**config.mk**
```make
export PLATFORM = sky130hd
export DESIGN_NAME = spc_code_gen
export DESIGN_NICKNAME = d
export VERILOG_FILES = /design/src/rtl/spc_pkg.sv /design/src/rtl/spc_lfsr.sv /design/src/rtl/spc_tap_pick.sv /design/src/rtl/spc_sat_taps.sv /design/src/rtl/spc_barker.sv /design/src/rtl/spc_code_gen.sv
export SDC_FILE = /design/constraint.sdc
export NUM_CORES = 1
export LEC_CHECK = 0
export CORE_ASPECT_RATIO = 1.1
export CORE_MARGIN = 2
export CORE_UTILIZATION = 70
export CTS_CLUSTER_DIAMETER = 150
export DETAILED_ROUTE_END_ITERATION = 8
export DONT_BUFFER_PORTS = 1
export PLACE_DENSITY_LB_ADDON = 0.3
export SLEW_MARGIN = 25
export SYNTH_ARGS = -nofsm -noshare
export SYNTH_HDL_FRONTEND = slang
export SYNTH_SLANG_ARGS = --single-unit
```
**constraint.sdc**
```tcl
create_clock -name clk -period 17 [get_ports clk]
set_clock_uncertainty 0.2 [all_clocks]
set_input_delay 2.55 -clock clk [delete_from_list [all_inputs] [get_ports clk]]
set_output_delay 2.55 -clock clk [all_outputs]
set_load 0.005 [all_outputs]
```
**src/rtl/spc_pkg.sv**
```systemverilog
package spc_pkg;
  typedef enum logic [2:0] {
    CT_NONE   = 3'd0,
    CT_GOLD   = 3'd1,
    CT_MLS    = 3'd2,
    CT_BARKER = 3'd3,
    CT_CA     = 3'd4
  } code_t;

  // Navigation code polynomials, bit j = x^(j+1)
  localparam logic [9:0] CA_A_MASK = 10'h204;
  localparam logic [9:0] CA_B_MASK = 10'h3A6;

  localparam logic [10:0] BARKER11 = 11'h5B8;
  localparam logic [12:0] BARKER13 = 13'h1F35;
  localparam int          SAT_MAX  = 37;
endpackage

```
**src/rtl/spc_lfsr.sv**
```systemverilog
module spc_lfsr #(
  parameter int W = 24
) (
  input  logic         clk,
  input  logic         load,
  input  logic         step,
  input  logic [W-1:0] seed,
  input  logic [W-1:0] mask,
  output logic [W-1:0] state
);
  // state[k-1] holds cell k; new bit enters cell 1
  always_ff @(posedge clk) begin
    if (load)
      state <= seed;
    else if (step)
      state <= {state[W-2:0], ^(state & mask)};
  end
endmodule

```
**src/rtl/spc_tap_pick.sv**
```systemverilog
module spc_tap_pick #(
  parameter int W = 24
) (
  input  logic [W-1:0] state,
  input  logic [W-1:0] mask,
  output logic         out_bit
);
  // Output cell is the one matching the highest set mask bit
  always_comb begin
    out_bit = 1'b0;
    for (int k = 0; k < W; k++)
      if (mask[k]) out_bit = state[k];
  end
endmodule

```
**src/rtl/spc_sat_taps.sv**
```systemverilog
module spc_sat_taps #(
  parameter int SAT_W = 6
) (
  input  logic [SAT_W-1:0] sat,
  output logic             hit,
  output logic [3:0]       tap_a,
  output logic [3:0]       tap_b
);
  always_comb begin
    hit = 1'b1;
    unique case (int'(sat))
      1:  {tap_a, tap_b} = {4'd2, 4'd6};
      2:  {tap_a, tap_b} = {4'd3, 4'd7};
      3:  {tap_a, tap_b} = {4'd4, 4'd8};
      4:  {tap_a, tap_b} = {4'd5, 4'd9};
      5:  {tap_a, tap_b} = {4'd1, 4'd9};
      6:  {tap_a, tap_b} = {4'd2, 4'd10};
      7:  {tap_a, tap_b} = {4'd1, 4'd8};
      8:  {tap_a, tap_b} = {4'd2, 4'd9};
      9:  {tap_a, tap_b} = {4'd3, 4'd10};
      10: {tap_a, tap_b} = {4'd2, 4'd3};
      11: {tap_a, tap_b} = {4'd3, 4'd4};
      12: {tap_a, tap_b} = {4'd5, 4'd6};
      13: {tap_a, tap_b} = {4'd6, 4'd7};
      14: {tap_a, tap_b} = {4'd7, 4'd8};
      15: {tap_a, tap_b} = {4'd8, 4'd9};
      16: {tap_a, tap_b} = {4'd9, 4'd10};
      17: {tap_a, tap_b} = {4'd1, 4'd4};
      18: {tap_a, tap_b} = {4'd2, 4'd5};
      19: {tap_a, tap_b} = {4'd3, 4'd6};
      20: {tap_a, tap_b} = {4'd4, 4'd7};
      21: {tap_a, tap_b} = {4'd5, 4'd8};
      22: {tap_a, tap_b} = {4'd6, 4'd9};
      23: {tap_a, tap_b} = {4'd1, 4'd3};
      24: {tap_a, tap_b} = {4'd4, 4'd6};
      25: {tap_a, tap_b} = {4'd5, 4'd7};
      26: {tap_a, tap_b} = {4'd6, 4'd8};
      27: {tap_a, tap_b} = {4'd7, 4'd9};
      28: {tap_a, tap_b} = {4'd8, 4'd10};
      29: {tap_a, tap_b} = {4'd1, 4'd6};
      30: {tap_a, tap_b} = {4'd2, 4'd7};
      31: {tap_a, tap_b} = {4'd3, 4'd8};
      32: {tap_a, tap_b} = {4'd4, 4'd9};
      33: {tap_a, tap_b} = {4'd5, 4'd10};
      34: {tap_a, tap_b} = {4'd4, 4'd10};
      35: {tap_a, tap_b} = {4'd1, 4'd7};
      36: {tap_a, tap_b} = {4'd2, 4'd8};
      37: {tap_a, tap_b} = {4'd4, 4'd10};
      default: begin
        hit   = 1'b0;
        tap_a = 4'd1;
        tap_b = 4'd1;
      end
    endcase
  end
endmodule

```
**src/rtl/spc_barker.sv**
```systemverilog
module spc_barker #(
  parameter int PER_W = 16
) (
  input  logic [PER_W-1:0] period,
  input  logic [PER_W-1:0] pos,
  output logic             chip
);
  import spc_pkg::*;

  logic        short_word;
  logic [12:0] word;
  logic [3:0]  len;

  // Both words are left-aligned so bit 12 is always the first chip
  assign short_word = (period == PER_W'(11));
  assign word       = short_word ? {BARKER11, 2'b00} : BARKER13;
  assign len        = short_word ? 4'd11 : 4'd13;

  always_comb begin
    chip = 1'b0;
    if (pos < PER_W'(len))
      chip = word[4'd12 - pos[3:0]];
  end
endmodule

```
**src/rtl/spc_code_gen.sv**
```systemverilog
module spc_code_gen #(
  parameter int POLY_W = 24,
  parameter int PER_W  = 16,
  parameter int SAT_W  = 6
) (
  input  logic              clk,
  input  logic              rst,
  input  logic              restart,
  input  logic [2:0]        code_type,
  input  logic [POLY_W-1:0] poly_a,
  input  logic [POLY_W-1:0] poly_b,
  input  logic [POLY_W-1:0] gold_offset,
  input  logic [SAT_W-1:0]  sat_id,
  input  logic [PER_W-1:0]  code_period,
  input  logic              chip_ready,
  output logic              chip_valid,
  output logic              chip_i,
  output logic              chip_q,
  output logic              sop
);
  import spc_pkg::*;

  localparam int NREG = 2;
  localparam logic [POLY_W-1:0] ONES = '1;

  code_t             ctype;
  logic [PER_W-1:0]  cnt;
  logic              last, accept, reload, advance;
  logic [POLY_W-1:0] lf_mask  [NREG];
  logic [POLY_W-1:0] lf_seed  [NREG];
  logic [POLY_W-1:0] lf_state [NREG];
  logic              lf_out   [NREG];
  logic              sat_hit, barker_chip, b_taps;
  logic [3:0]        tap_a, tap_b;
  logic              chip;

  assign ctype = code_t'(code_type);

  // Stream handshake and period position
  always_ff @(posedge clk) begin
    if (rst) chip_valid <= 1'b0;
    else     chip_valid <= 1'b1;
  end

  assign accept  = chip_valid & chip_ready & ~restart;
  assign last    = (cnt == code_period - PER_W'(1));
  assign reload  = rst | restart | (accept & last);
  assign advance = accept & ~last;

  always_ff @(posedge clk) begin
    if (rst || restart)
      cnt <= '0;
    else if (accept)
      cnt <= last ? '0 : cnt + PER_W'(1);
  end

  // Register configuration per code family
  always_comb begin
    if (ctype == CT_CA) begin
      lf_mask[0] = POLY_W'(CA_A_MASK);
      lf_mask[1] = POLY_W'(CA_B_MASK);
    end else begin
      lf_mask[0] = poly_a;
      lf_mask[1] = poly_b;
    end
    lf_seed[0] = ONES;
    lf_seed[1] = (ctype == CT_GOLD) ? (ONES ^ gold_offset) : ONES;
  end

  for (genvar g = 0; g < NREG; g++) begin : g_reg
    spc_lfsr #(.W(POLY_W)) i_lfsr (
      .clk   (clk),
      .load  (reload),
      .step  (advance),
      .seed  (lf_seed[g]),
      .mask  (lf_mask[g]),
      .state (lf_state[g])
    );
    spc_tap_pick #(.W(POLY_W)) i_pick (
      .state   (lf_state[g]),
      .mask    (lf_mask[g]),
      .out_bit (lf_out[g])
    );
  end

  spc_sat_taps #(.SAT_W(SAT_W)) i_sat (
    .sat   (sat_id),
    .hit   (sat_hit),
    .tap_a (tap_a),
    .tap_b (tap_b)
  );

  assign b_taps = sat_hit & (lf_state[1][tap_a - 4'd1] ^ lf_state[1][tap_b - 4'd1]);

  spc_barker #(.PER_W(PER_W)) i_barker (
    .period (code_period),
    .pos    (cnt),
    .chip   (barker_chip)
  );

  always_comb begin
    case (ctype)
      CT_GOLD:   chip = lf_out[0] ^ lf_out[1];
      CT_MLS:    chip = lf_out[0];
      CT_BARKER: chip = barker_chip;
      CT_CA:     chip = lf_out[0] ^ b_taps;
      default:   chip = 1'b0;
    endcase
  end

  assign chip_i = chip;
  assign chip_q = chip;
  assign sop    = chip_valid & (cnt == '0);
endmodule

```
==> results_dict.tcl <==
set metrics [dict create \
    status "complete, no violations" \
    grt_overflow_total 0 \
    antennaDiodeCount 0 \
    numCtsBuffers 9 \
    path_common_cell "nor3_1" \
    pwr-share-comb 0.265 \
    maxCapViolCount 0 \
    grt_usage 0.3199 \
    place_hpwl_mm 10.66 \
    max_stage_delay_ns 0.52 \
    tns_ns 0 \
    synthCells 749 \
    antenna_found_initial 0 \
    swShare 0.3197 \
    nets 822 \
    syn_nets 858 \
    clock_latency_ns 0.36 \
    cts-root-buf "clkbuf_8" \
    drive_gt1_frac 0.04875 \
    power_mw 0.4296 \
    drt_iter0_markers 316 \
    power_density_nw_per_um2 72.60 \
    seqPwrFrac 0.409 \
    endpoint_kind "primary output" \
    clkTransAtPathRegs_ns 0.08 \
    slew_viol_final 0 \
    start_util 0.7251 \
    place_area_um2 5708 \
    grt_pass1_vias 5267 \
    regArea_um2 1541 \
    hp-class "register to register" \
    clock_path_buffers 2 \
    avgViaCountPerCell 6.672 \
    grt_pass1_wl_mm 23.85 \
    htreeDepth 3 \
    rows 34 \
    p_int_mw 0.2923 \
    ys.flop_type "dfxtp_1" \
    setup_viol 0 \
    routedWlPerCell_um 17.59 \
    fillCellCount 611 \
    path_delay_family "compound AO/OA/AOI/OAI gates" \
    io_buffer_count 0 \
    leakage_nw 2.158 \
    post_cts_resized 0 \
    relSlewSlack 0.3757 \
    synth_warnings 0 \
    drt-pass1-iter-count 5 \
    grt_max_degree 73 \
    period_minus_slack_ns 9.284 \
    ys_seq_elements 65 \
    period_share 0.5461 \
    synth-edff-count 24 \
    path_max_fanout 25 \
    fmax_mhz 107.7 \
    coreArea_um2 7955 \
    cpMaxStageDelayCell "o31ai_1" \
    crit_chain "nor2b_1, o311ai_0, a21oi_1, nor2_1, inv_1, ha_1, a31o_2, nor3_1, nor3_1, a2111oi_0, a41oi_1, nand4b_1, nand4_1, a31oi_1, xnor2_1, o31ai_1" \
    startpoint_type "input pin" \
    yosysUniqueCellTypes 68 \
    routed-via-count 5511 \
    async_reset_ff_frac 0 \
    die_area_um2 8983 \
    avgSynthCellArea_um2 7.701 \
    synth-seq-area-share 0.2672 \
    worstMarginPinSlew_ns 0.9364 \
    gp_congestion 0.9607 \
    arrival_ns 6.53 \
    rsz0062_at_grt "false" \
    path_class "input pin to primary output" \
    switching_power_mw 0.1374 \
    multiInputGateArea_um2 3899 \
    vdd_drop_max_mv 0.05346 \
    die_x_um 90.55 \
    ant_nets 0 \
    cp_num_buf_inv 1 \
    netlist_area_um2 5768 \
    ios 105 \
    postCtsHoldBufs 0 \
    post_cts_buffers 0 \
    cp.required_ns 14.25 \
    hold_violations 0 \
    cts_tree "yes" \
    clockPowerShare 0.326 \
    drc_errors 0 \
    clkSinkCount 65 \
    wl_mm 14.53 \
    final_cell_area_um2 5918 \
    die_h_um 99.21 \
    syn2layout_area_growth_pct 2.603 \
]
[worst register-to-register path, cell delays in order (launching register included)]
cell and delay (ns):
dfxtp_1 0.65, inv_1 0.21, nor4_1 0.30, a31oi_1 0.07, nor3_1 0.20, o21a_1 0.16, and4_1 0.81, a311o_2 0.50
buf_4 0.63, a31oi_1 0.25
[layout by cell type (no fill, tap or decap), types with 17 or more instances in the layout]
| cell type | instances |
|---|---|
| a31oi_1 | 35 |
| nand2_1 | 82 |
| xnor2_1 | 52 |
| a21oi_1 | 37 |
| nor3_1 | 18 |
| nor3b_1 | 28 |
| dfxtp_1 | 41 |
| a211o_1 | 25 |
| inv_1 | 30 |
| xor2_1 | 29 |
| nand3_1 | 17 |
| edfxtp_1 | 24 |
| o21ai_0 | 40 |
| nor2_1 | 70 |
[kinds of logic (layout without fill, tap and decap cells)]
logic type,count (synthesis),in the layout,share of synthesized area
AOI/OAI and AO/OA,204,204,0.2367
xor gates and xnor gates,81,81,0.1230
adders and majority gates,8,8,0.01735
buffers and inverters,80,49,0.05900
DFF,65,65,0.2672
muxes,18,18,0.03839
and+or+nand+nor,293,293,0.2584
[power groups by stage]
stage	sequential [mW]	combinational [mW]	clock [mW]
floorplan	0.175	0.102	0
global placement	0.179	0.108	0
detailed placement	0.179	0.112	0
CTS	0.176	0.113	0.140
global route	0.177	0.125	0.147
finish	0.176	0.114	0.140
[area by class of cell]
class | count | share of cell area
clock buffer | 9 | 0.02093
timing repair buffer | 3 | 0.003805
inverter | 30 | 0.01903
tap | 108 | 0.02283
sequential | 65 | 0.2605
multi-input combinational | 604 | 0.6588
clock inverter | 7 | 0.01416
[through the flow]
step / utilization / setup slack (ns) / hold WS [ns] / instances
after floorplan: - / 7.870 / 0.2499 / 749
after global placement: 0.7175 / 8.159 / 0.2657 / 810
after detailed placement: 0.7175 / 7.858 / 0.2726 / 810
after CTS: 0.7436 / 7.842 / 0.2951 / 826
after global routing: 0.7439 / 7.319 / 0.3277 / 826
final: 0.7439 / 7.716 / 0.2953 / 826
[state kept, by name (all words and copies together) (netlist names)]
| register | count |
|---|---|
| g.i_lfsr.state | 48 |
| cnt | 16 |
| chip_valid | 1 |
[Yosys cell counts (all sizes together) (3+ instances only)]
master  number  area share
nor2b       11       0.012
a221oi       3      0.0046
o211ai       7      0.0091
clkbuf      34       0.022
a31oi       35       0.038
o22ai        9      0.0098
o21ai       40       0.035
nand3       17       0.015
mux4         3       0.012
nor4        10       0.011
and4         3      0.0046
mux2         3      0.0059
a21o         3      0.0039
o221ai       3      0.0046
nand4       12       0.013
o31ai        4      0.0052
a211oi       6      0.0078
or3          3      0.0033
and3         4      0.0043
xnor2       52       0.079
nor3b       29       0.038
nor3        20       0.018
nand2b      11       0.012
a21oi       37       0.032
and2         4      0.0043
edfxtp      24        0.12
ha           8       0.017
o21a         7      0.0091
inv         30       0.020
a211o       25       0.038
nand2       83       0.054
buf         16       0.017
dfxtp       41        0.14
xor2        29       0.044
mux2i       12       0.021
a32oi        3      0.0046
nor2        70       0.046
or3b         3      0.0046
nand3b       3      0.0039
[path summary, 6_finish.rpt]
check / startpoint / end / slack [ns] / cells past startpoint
setup / recovery: sat_id[2] / chip_i / 7.72 / 16
hold / removal: g_reg[0].i_lfsr.state[8]$_SDFFE_PN1P_ / g_reg[0].i_lfsr.state[8]$_SDFFE_PN1P_ / 0.30 / 1
hold reg to reg: g_reg[0].i_lfsr.state[8]$_SDFFE_PN1P_ / g_reg[0].i_lfsr.state[8]$_SDFFE_PN1P_ / 0.30 / 1
setup reg to reg: cnt[2]$_SDFFE_PP0P_ / g_reg[1].i_lfsr.state[11]$_DFFE_PP_ / 12.73 / 9
[routing by layer]
layer  track usage  part of all wire
met2        0.5654              0.51
met1        0.3778              0.39
met5             0                 0
met4        0.1231             0.024
met3       0.07500             0.079
Note: power is estimated with default switching activity, not from simulation.
